File: src/rtl/hpdet_pkg.sv
`timescale 1ns/1ps
package hpdet_pkg;

  typedef enum logic [2:0] {
    ST_OFF   = 3'd0,
    ST_STBY  = 3'd1,
    ST_WAKE  = 3'd2,
    ST_PROBE = 3'd3,
    ST_RUN   = 3'd4,
    ST_HOT   = 3'd5
  } hp_state_e;

  typedef struct packed {
    logic left_on;
    logic right_on;
    logic mix;
  } route_t;

  // Final amplifier arrangement from config and captured shorts
  function automatic route_t pick_route(input logic auto_on, input logic stereo,
                                        input logic lshort, input logic rshort);
    route_t r;
    logic kill, mono;
    kill = auto_on & lshort;
    mono = ~stereo | (auto_on & rshort);
    r.left_on  = ~kill;
    r.right_on = ~kill & ~mono;
    r.mix      = ~kill & mono;
    return r;
  endfunction

  function automatic logic pump_state(input hp_state_e s);
    return (s == ST_WAKE) || (s == ST_PROBE) || (s == ST_RUN);
  endfunction

endpackage

File: src/rtl/hpdet_debounce.sv
`timescale 1ns/1ps
module hpdet_debounce #(
  parameter int DEB_TICKS = 2000
) (
  input  logic clk,
  input  logic rst_n,
  input  logic tick,
  input  logic raw,
  output logic level
);
  localparam int CW = $clog2(DEB_TICKS + 1);

  logic [CW-1:0] cnt;
  logic          differs;

  assign differs = raw ^ level;

  always_ff @(posedge clk or negedge rst_n) begin
    if (!rst_n) begin
      cnt   <= '0;
      level <= 1'b0;
    end else if (!differs) begin
      cnt <= '0;
    end else if (tick) begin
      if (cnt == CW'(DEB_TICKS - 1)) begin
        level <= raw;
        cnt   <= '0;
      end else begin
        cnt <= cnt + 1'b1;
      end
    end
  end
endmodule

File: src/rtl/hpdet_seq.sv
`timescale 1ns/1ps
module hpdet_seq
  import hpdet_pkg::*;
#(
  parameter int WAKE_TICKS  = 3,
  parameter int PROBE_TICKS = 2
) (
  input  logic      clk,
  input  logic      rst_n,
  input  logic      tick,
  input  logic      present,
  input  logic      cfg_run,
  input  logic      cfg_autodetect,
  input  logic      thermal_trip,
  input  logic      left_short,
  input  logic      right_short,
  output hp_state_e state,
  output logic      lshort_q,
  output logic      rshort_q,
  output logic      wake_done,
  output logic      probe_done
);
  localparam int MAXT = (WAKE_TICKS > PROBE_TICKS) ? WAKE_TICKS : PROBE_TICKS;
  localparam int CW   = $clog2(MAXT + 1);

  hp_state_e     nxt;
  logic [CW-1:0] cnt;
  logic          entering_wake;

  assign wake_done  = (state == ST_WAKE)  && tick && (cnt == CW'(WAKE_TICKS - 1));
  assign probe_done = (state == ST_PROBE) && tick && (cnt == CW'(PROBE_TICKS - 1));
  assign entering_wake = (nxt == ST_WAKE) && (state != ST_WAKE);

  always_comb begin
    nxt = state;
    if (!cfg_run)          nxt = ST_OFF;
    else if (thermal_trip) nxt = ST_HOT;
    else if (!present)     nxt = ST_STBY;
    else begin
      case (state)
        ST_OFF, ST_STBY, ST_HOT: nxt = ST_WAKE;
        ST_WAKE:  if (wake_done)  nxt = cfg_autodetect ? ST_PROBE : ST_RUN;
        ST_PROBE: if (probe_done) nxt = ST_RUN;
        default:  nxt = state;
      endcase
    end
  end

  always_ff @(posedge clk or negedge rst_n) begin
    if (!rst_n) begin
      state <= ST_OFF;
      cnt   <= '0;
    end else begin
      state <= nxt;
      if (nxt != state)
        cnt <= '0;
      else if (tick && (state == ST_WAKE || state == ST_PROBE))
        cnt <= cnt + 1'b1;
    end
  end

  always_ff @(posedge clk or negedge rst_n) begin
    if (!rst_n) begin
      lshort_q <= 1'b0;
      rshort_q <= 1'b0;
    end else if (entering_wake) begin
      lshort_q <= 1'b0;
      rshort_q <= 1'b0;
    end else if (probe_done) begin
      lshort_q <= left_short;
      rshort_q <= right_short;
    end
  end
endmodule

File: src/rtl/hpdet_route.sv
`timescale 1ns/1ps
module hpdet_route
  import hpdet_pkg::*;
(
  input  hp_state_e state,
  input  logic      cfg_autodetect,
  input  logic      cfg_stereo,
  input  logic      cfg_mute,
  input  logic      lshort_q,
  input  logic      rshort_q,
  output logic      amp_left_en,
  output logic      amp_right_en,
  output logic      mono_mix,
  output logic      pump_en,
  output logic      mute_out,
  output logic      probe_req
);
  route_t rt;
  logic   active;

  always_comb begin
    rt           = pick_route(cfg_autodetect, cfg_stereo, lshort_q, rshort_q);
    active       = (state == ST_RUN);
    amp_left_en  = active & rt.left_on;
    amp_right_en = active & rt.right_on;
    mono_mix     = active & rt.mix;
    pump_en      = pump_state(state);
    probe_req    = (state == ST_PROBE);
    mute_out     = cfg_mute & (state != ST_OFF);
  end
endmodule

File: src/rtl/hpdet_ctrl.sv
`timescale 1ns/1ps
module hpdet_ctrl
  import hpdet_pkg::*;
#(
  parameter int DEB_TICKS   = 2000,
  parameter int WAKE_TICKS  = 3,
  parameter int PROBE_TICKS = 2
) (
  input  logic clk,
  input  logic rst_n,
  input  logic tick,
  input  logic hp_sense,
  input  logic cfg_run,
  input  logic cfg_autodetect,
  input  logic cfg_mute,
  input  logic cfg_stereo,
  input  logic thermal_trip,
  input  logic left_short,
  input  logic left_ok,
  input  logic right_short,
  input  logic right_ok,
  output logic amp_left_en,
  output logic amp_right_en,
  output logic mono_mix,
  output logic pump_en,
  output logic mute_out,
  output logic probe_req
);
  hp_state_e state;
  logic      present, lshort_q, rshort_q, wake_done, probe_done;
  logic      ok_unused;

  // "ok" and "undefined" classify alike: only the short bit matters
  assign ok_unused = left_ok ^ right_ok;

  hpdet_debounce #(.DEB_TICKS(DEB_TICKS)) u_deb (
    .clk(clk), .rst_n(rst_n), .tick(tick), .raw(hp_sense), .level(present)
  );

  hpdet_seq #(.WAKE_TICKS(WAKE_TICKS), .PROBE_TICKS(PROBE_TICKS)) u_seq (
    .clk(clk), .rst_n(rst_n), .tick(tick), .present(present),
    .cfg_run(cfg_run), .cfg_autodetect(cfg_autodetect),
    .thermal_trip(thermal_trip), .left_short(left_short),
    .right_short(right_short), .state(state), .lshort_q(lshort_q),
    .rshort_q(rshort_q), .wake_done(wake_done), .probe_done(probe_done)
  );

  hpdet_route u_route (
    .state(state), .cfg_autodetect(cfg_autodetect), .cfg_stereo(cfg_stereo),
    .cfg_mute(cfg_mute), .lshort_q(lshort_q), .rshort_q(rshort_q),
    .amp_left_en(amp_left_en), .amp_right_en(amp_right_en),
    .mono_mix(mono_mix), .pump_en(pump_en), .mute_out(mute_out),
    .probe_req(probe_req)
  );
endmodule

File: config.mk
export PLATFORM = sky130hd
export DESIGN_NAME = hpdet_ctrl
export DESIGN_NICKNAME = d
export VERILOG_FILES = /design/src/rtl/hpdet_pkg.sv /design/src/rtl/hpdet_debounce.sv /design/src/rtl/hpdet_seq.sv /design/src/rtl/hpdet_route.sv /design/src/rtl/hpdet_ctrl.sv
export SDC_FILE = /design/constraint.sdc
export NUM_CORES = 1
export LEC_CHECK = 0
export ABC_AREA = 1
export BUFFER_PORTS_ARGS = -buffer_cell sky130_fd_sc_hd__clkbuf_2
export CAP_MARGIN = 20
export CORE_UTILIZATION = 59
export CTS_CLUSTER_SIZE = 16
export DETAILED_ROUTE_END_ITERATION = 6
export PLACE_DENSITY_LB_ADDON = 0.12
export SLEW_MARGIN = 20
export SYNTH_ARGS = -nofsm -noshare
export SYNTH_HDL_FRONTEND = slang
export SYNTH_SLANG_ARGS = --single-unit
File: constraint.sdc
create_clock -name clk -period 2.4 [get_ports clk]
set_input_delay 0.48 -clock clk [delete_from_list [all_inputs] [get_ports clk]]
set_output_delay 0.48 -clock clk [all_outputs]
set_load 0.02 [all_outputs]
==> impl_results.md, run 1 <==
- Run status: finished, final reports clean
- Layout cells sized above 1: 0.187
- Crit share post-route: 0.798
- Fmax: 522 MHz
- Worst-Skew Late Latency: 300 ps
- Synth Area in Compound Gates: 0.0674
- Nature of the critical path endpoint: output pin
- Top Usage Layer GRT: met2
- Vias: 1083
- Final setup TNS: 0 ps
- Levels on crit path: 4
- Max stage delay cell, worst path: dfrtp_1
- RSZ-0062 raised after global routing: no
- Vias in the first global route: 936
- Antenna diodes: 0
- Met2 Usage GRT: 0.425
- Max VDD drop: 384 uV
- Mapped cell area: 0.00119 mm^2
- Final Instance Count excl. Fillers: 212
- Core Area: 0.00180 mm^2
- Nets: 204
- Largest delay share family, worst path: flip-flops
- GRT met3 Usage: 0.0462
- Worst slew pin tran: 496 ps
- Clk_skew: 2.53 ps
- CTS tree: yes
- Max-Cap Viols: 0
- Post-synthesis mux area share: 0.0179
- Path depth of the worst reg2reg path: 8
- CTS buffer count: 3
- Drt initial violations: 25
- Setup Fix Bufs, Post-CTS: 0
- Mapped Cells: 167
- PostCTS Resize Cnt: 0
- Syn nets: 183
- Number of buffers added on ports: 16
- Setup crit start kind: flop
- Largest family of logic cells by synthesized area: simple AND/OR/NAND/NOR gates
- Worst path cell trace: inv_2 > nand3_2 > nor3_1 > clkbuf_2
- Post-layout util: 0.736
- Hold Crit Class: primary input to async pin
- Setup WS pre-CTS: 716 ps
- Xor/xnor share of the synthesized area: 0.0295
- Endpoints failing setup: 0
- Relative slew slack: 0.669
- Final WL: 2360 um
- # DRC: 0
- Post-synthesis sequential area ratio: 0.400
- Area Growth Syn to Fin: 11.7%
- Fin. Hold Viols: 0
- Clock buffer depth: 2
- GRT Total Usage: 0.246
- WHS: 119 ps
- Die Y: 46.9 um
- # clock sinks: 19
- GR Util met1: 0.324
- Dpl hpwl: 1860 um
- Static Leak: 0.000715 uW
- Worst Path Required: 1920 ps
- Rows: 15
- Power per Cell Area: 504 mW/mm^2
- DRT antenna net count: 0
- Hold_buf cts: 0
- GP Congestion: 0.877
- Crit path DAT: 1440 ps
- Synth Register Bits: 19
- Clk pin slew, worst setup/hold paths: 120 ps
- CP peak stage delay: 470 ps
- Die X: 46.9 um
- YS warnings: 0
- Via density: 5.11
- Largest net degree at the start of global routing: 20
- Initial antenna violation count: 0
- Synth unique cells: 22
- Ports: 19
- Die footprint: 0.00220 mm^2
- Root Buffer: clkbuf_4
- Final WS setup: 484 ps
- Mean Syn Cell Area: 7.11 um^2
- DRT Pass-1 Iters: 4
- Post-Place Cells: 208
- Buf/Inv on CP: 2
- Kind of critical path: flop to output pin
- WL/cell: 11.1 um
- Max FO, Critical Path: 5
- Total grt overflow: 0
- First-pass GRT wire length: 3820 um
- Simple-Gate Fraction of Synth Area: 0.358
- Final slew viol count: 0
- Minimum clock period: 1920 ps
- Initial Util: 0.659
- Synth Area in Adders: 0.0316
- # fillers: 149
- H-tree levels: 1
## state kept, by name (all words and copies together) (netlist names)
name / count
u_deb.cnt: 11
u_seq.cnt: 2
u_deb.level: 1
u_seq.lshort_q: 1
u_seq.rshort_q: 1
u_seq.state: 3
## area by class of cell
type                       instances  area [um^2]  area share
multi-input combinational        118          599       0.452
timing repair buffer              16         80.1      0.0604
inverter                          30          113      0.0849
sequential                        19          475       0.358
tap                               25         31.3      0.0236
clock inverter                     1         5.00     0.00377
clock buffer                       3         22.5      0.0170
## report_power, final
part | internal [uW] | switching (uW) | leakage [uW]
logic | 46.8 | 84.1 | 0.000442
registers | 346 | 24.8 | 0.000256
clock network | 62.1 | 105 | 0.0000177
## routing by layer
metal	up-vias	wire length, um
met2	32	1170
met4	0	15
met1	489	1030
li1	560	-
met3	2	140
met5	-	0
## synth_stat cells
master,n,area (um^2)
nand2_1,44,165
nor2_4,2,22.5
a22o_1,1,8.76
nand3_1,11,55.1
ha_1,3,37.5
xor2_1,4,35.0
o21ai_0,4,20.0
a21oi_1,6,30.0
a31oi_1,1,6.26
nand3_2,1,10.0
inv_2,6,22.5
dfrtp_1,19,475
inv_1,24,90.1
mux2i_1,1,10.0
nor2_1,24,90.1
nor3_1,8,40.0
nand2_2,3,18.8
o211ai_1,1,7.51
o21a_1,1,7.51
mux2_2,1,11.3
nor2_2,1,6.26
nand3_4,1,17.5
## final timing paths
kind                       slack, ps        endpoint      startpoint
max in group asynchronous       1950  u_seq.state[1]           rst_n
min reg2reg                      500    u_deb.cnt[0]    u_deb.cnt[0]
max                              480    amp_right_en  u_seq.state[1]
min in group clk                 420     u_deb.level        hp_sense
max reg2reg                      820    u_deb.cnt[0]    u_deb.cnt[0]
min                              120     u_deb.level           rst_n
## per-stage QoR
stage,total power [uW],area [um^2]
floorplan,463,1190
global placement,503,1300
detailed placement,510,1300
CTS,674,1330
global route,706,1330
finish,669,1330
## placed cells by master, fill, tap and decap left out
cell,Yosys,final
a21oi_1,6,6
a22o_1,1,1
a31oi_1,1,1
clkbuf_2,0,16
clkbuf_4,0,3
clkinv_2,0,1
dfrtp_1,19,19
ha_1,3,3
inv_1,24,24
inv_2,6,6
mux2_2,1,1
mux2i_1,1,1
nand2_1,44,44
nand2_2,3,3
nand3_1,11,11
nand3_2,1,1
nand3_4,1,1
nor2_1,24,24
nor2_2,1,1
nor2_4,2,2
nor3_1,8,8
o211ai_1,1,1
o21a_1,1,1
o21ai_0,4,4
xor2_1,4,4
## kinds of logic after synthesis
group	after synthesis
compound gates	14
fa+ha+maj	3
buf+inv	30
flops	19
xor+xnor	4
simple gates	95
mux	2
Power figures use the tool's default switching activity.
==> run 2, diff against run 1 <==
--- a/config.mk
+++ b/config.mk
@@ -5,10 +5,10 @@
 export SDC_FILE = /design/constraint.sdc
 export NUM_CORES = 1
 export LEC_CHECK = 0
-export ABC_AREA = 1
+export ABC_AREA = 0
 export BUFFER_PORTS_ARGS = -buffer_cell sky130_fd_sc_hd__clkbuf_2
 export CAP_MARGIN = 20
-export CORE_UTILIZATION = 59
+export CORE_UTILIZATION = 49
 export CTS_CLUSTER_SIZE = 16
 export DETAILED_ROUTE_END_ITERATION = 6
 export PLACE_DENSITY_LB_ADDON = 0.12
==> constraint.sdc (replaced) <==
create_clock -name clk -period 1.7 [get_ports clk]
set_input_delay 0.34 -clock clk [delete_from_list [all_inputs] [get_ports clk]]
set_output_delay 0.34 -clock clk [all_outputs]
set_load 0.02 [all_outputs]
==> run 2 against run 1 <==
  * The run now ends with negative setup slack left
  * Clock skew grew 9.6 ps
  * Area after synthesis shrank 1.5%
  * Largest power group unchanged
  * Count of clock-buffer cells in the layout grew 1
  * Utilization shrank 8.3 points
  * Critical path type unchanged
  * Worst hold slack gained 180 ps
  * Largest cell class unchanged
  * Total power grew 21%
  * Highest routed layer unchanged
==> impl_results.md, run 2 <==
- Run status: finished with violations
- Failing checks: negative setup slack
- Vias: 1009
- CP peak stage delay: 420 ps
- Post-synthesis sequential area ratio: 0.406
- DRT Pass-1 Iters: 4
- Antenna diodes: 0
- Fin. Hold Viols: 0
- Placed standard-cell area: 0.00135 mm^2
- Power per Cell Area: 554 mW/mm^2
- Top cells by area, synth: dfrtp_1, xor2_1, nor2_1
- Nets: 163
- H-tree levels: 1
- Highest-count cells in the layout ignoring fill and taps: dfrtp_1, nor2_1, clkbuf_2
- Clock buffer depth: 2
- Via density: 5.80
- Crit share post-route: 1.12
- Final Instance Count excl. Fillers: 174
- Die footprint: 0.00259 mm^2
- Sw frac: 0.250
- Synth unique cells: 39
- Final setup TNS: -713 ps
- CTS tree: yes
- Path depth of the worst reg2reg path: 5
- Worst-Skew Late Latency: 290 ps
- Initial Util: 0.524
- Vias in the first global route: 979
- Tot Pwr: 808 uW
- CTS buffer count: 3
- Mapped Cells: 119
- Setup crit start kind: flop
- Top flop regs: u_deb.cnt x11, u_seq.state x3, u_seq.cnt x2
- Cell taking the most area after synthesis: dfrtp_1
- Initial antenna violation count: 0
- Fmax: 524 MHz
- YS warnings: 0
- Hold Crit Start: right_short
- Clk pin slew, worst setup/hold paths: 110 ps
- Relative slew slack: 0.677
- Ys flop type: dfrtp_1
- Syn nets: 135
- Largest reg by FF count: u_deb.cnt
- # DRC: 0
- Post-synth EDFFs: 0
- Max FFs per register: 11
- WL/cell: 13.8 um
- GP Congestion: 0.809
- Endpoints failing setup: 4
- Layout cells sized above 1: 0.267
- First-pass GRT wire length: 4150 um
- Commonest cells in the netlist: dfrtp_1, nor2_1, xor2_1, inv_1, o21ai_0
- Power share of the clock group: 0.280
- Design area: 0.00146 mm^2
- Crit path DAT: 1570 ps
- Mean Syn Cell Area: 9.83 um^2
- Worst R2R Setup Slack: 110 ps
- Post-Place Cells: 167
- Dpl hpwl: 1760 um
- Rows: 17
- Minimum clock period: 1910 ps
- DRT antenna net count: 0
- Post-layout util: 0.653
- Static Leak: 0.000685 uW
- Max-Cap Viols: 0
- Flop pwr share: 0.574
- Combinational power share: 0.146
- Die X: 50.9 um
- Clk_skew: 12.1 ps
- Worst slew pin tran: 485 ps
- RR Endpoint: u_deb.cnt[10]
- Commonest non-fill, non-tap cell in the layout: dfrtp_1
- GRT Total Usage: 0.215
- P_sw: 202 uW
- R2r startpoint: u_deb.cnt[0]
- Core Area: 0.00223 mm^2
- Drt initial violations: 14
- Nature of the critical path endpoint: output pin
- Mapped cell area: 0.00117 mm^2
- Kind of critical path: flop to output pin
- Root Buffer: clkbuf_4
- RSZ-0062 raised after global routing: yes
- Final WS setup: -209 ps
- Async SR Flop Fraction: 1.00
- Ports: 19
- Final WL: 2410 um
- Max stage delay cell, worst path: or3b_4
- Largest net degree at the start of global routing: 20
- Synth top area share: 0.406
- Number of buffers added on ports: 16
- Worst path cell trace: or3b_4 > a21oi_4 > a21boi_4 > buf_8
- Internal power: 606 uW
- Synth Register Bits: 19
- Max FO, Critical Path: 3
- Hold endpoint: u_seq.rshort_q
- Hold Crit Class: primary input to flop
- Count leader, synth: dfrtp_1
- Worst Path Required: 1360 ps
- # clock sinks: 19
- Total grt overflow: 0
- Final slew viol count: 0
- Area Growth Syn to Fin: 24.6%
- Die Y: 50.9 um
- Max VDD drop: 556 uV
- Worst Hold Depth: 3
run 2: power by group through the flow:
stage                     clock network (uW)  registers (uW)  logic, uW
after floorplan                            0             471       56.1
after global placement                     0             472       99.7
after detailed placement                   0             472        103
after CTS                                232             463        111
after global routing                     264             465        130
final                                    226             464        118
run 2: final cells by class:
| cell class | instances | area [um^2] |
|---|---|---|
| inverters | 5 | 18.8 |
| fillers | 178 | 776 |
| repair buffers | 26 | 200 |
| well taps | 28 | 35.0 |
| multi-input cells | 92 | 702 |
| flip-flops and latches | 19 | 475 |
| clock buffers | 4 | 26.3 |
run 2: cells by family (layout without fill, tap and decap cells):
logic type,Yosys count,after routing,synth area share
buffers and inverters,8,35,0.0267
AND/OR/NAND/NOR,46,46,0.222
XOR/XNOR,10,10,0.0813
adder cells (fa/ha/maj),3,3,0.0321
multiplexers,4,4,0.0364
AO/OA/AOI/OAI,29,29,0.195
flip-flops,19,19,0.406
run 2: what timing repair did:
| action | in CTS | in global routing |
|---|---|---|
| hold endpoints to repair | 9 | 0 |
| pin swaps | 1 | 2 |
| endpoints found under the setup margin | 4 | 8 |
| buffers inserted | 1 | 2 |
| gates resized for setup | 7 | 12 |
| hold buffers | 1 | 0 |
run 2: layer usage:
layer	vias to the layer above	GRT usage	routed length [um]
met5	-	0	0
met4	0	0.0880	17
met2	22	0.389	1300
met3	2	0.0268	71
met1	488	0.257	1020
li1	497	-	-
run 2: critical path, delay by kind of cell, from the launching register on:
kind                   cells  cell delay [ps]
flip-flops                 1              390
AND/OR/NAND/NOR            1              420
buffers and inverters      1              120
AO/OA/AOI/OAI              2              340
run 2: how the worst max path moves through the flow:
stage	startpoint	cells after the start	to	slack, ps
2_1_floorplan	u_seq.state[2]	4	amp_right_en	6
3_3_place_gp	u_seq.state[1]	4	mono_mix	70
3_5_place_dp	u_seq.state[1]	4	mono_mix	70
4_1_cts	u_seq.state[0]	4	mono_mix	-230
5_1_grt	u_seq.state[1]	4	mono_mix	-310
6_report	u_seq.state[1]	4	mono_mix	-210
run 2: metrics by stage:
step,worst slack [ps],hold slack (ps)
final,-209,297
after global routing,-311,316
after CTS,-230,294
after detailed placement,73.0,323
after global placement,73.2,315
after floorplan,5.57,44.4
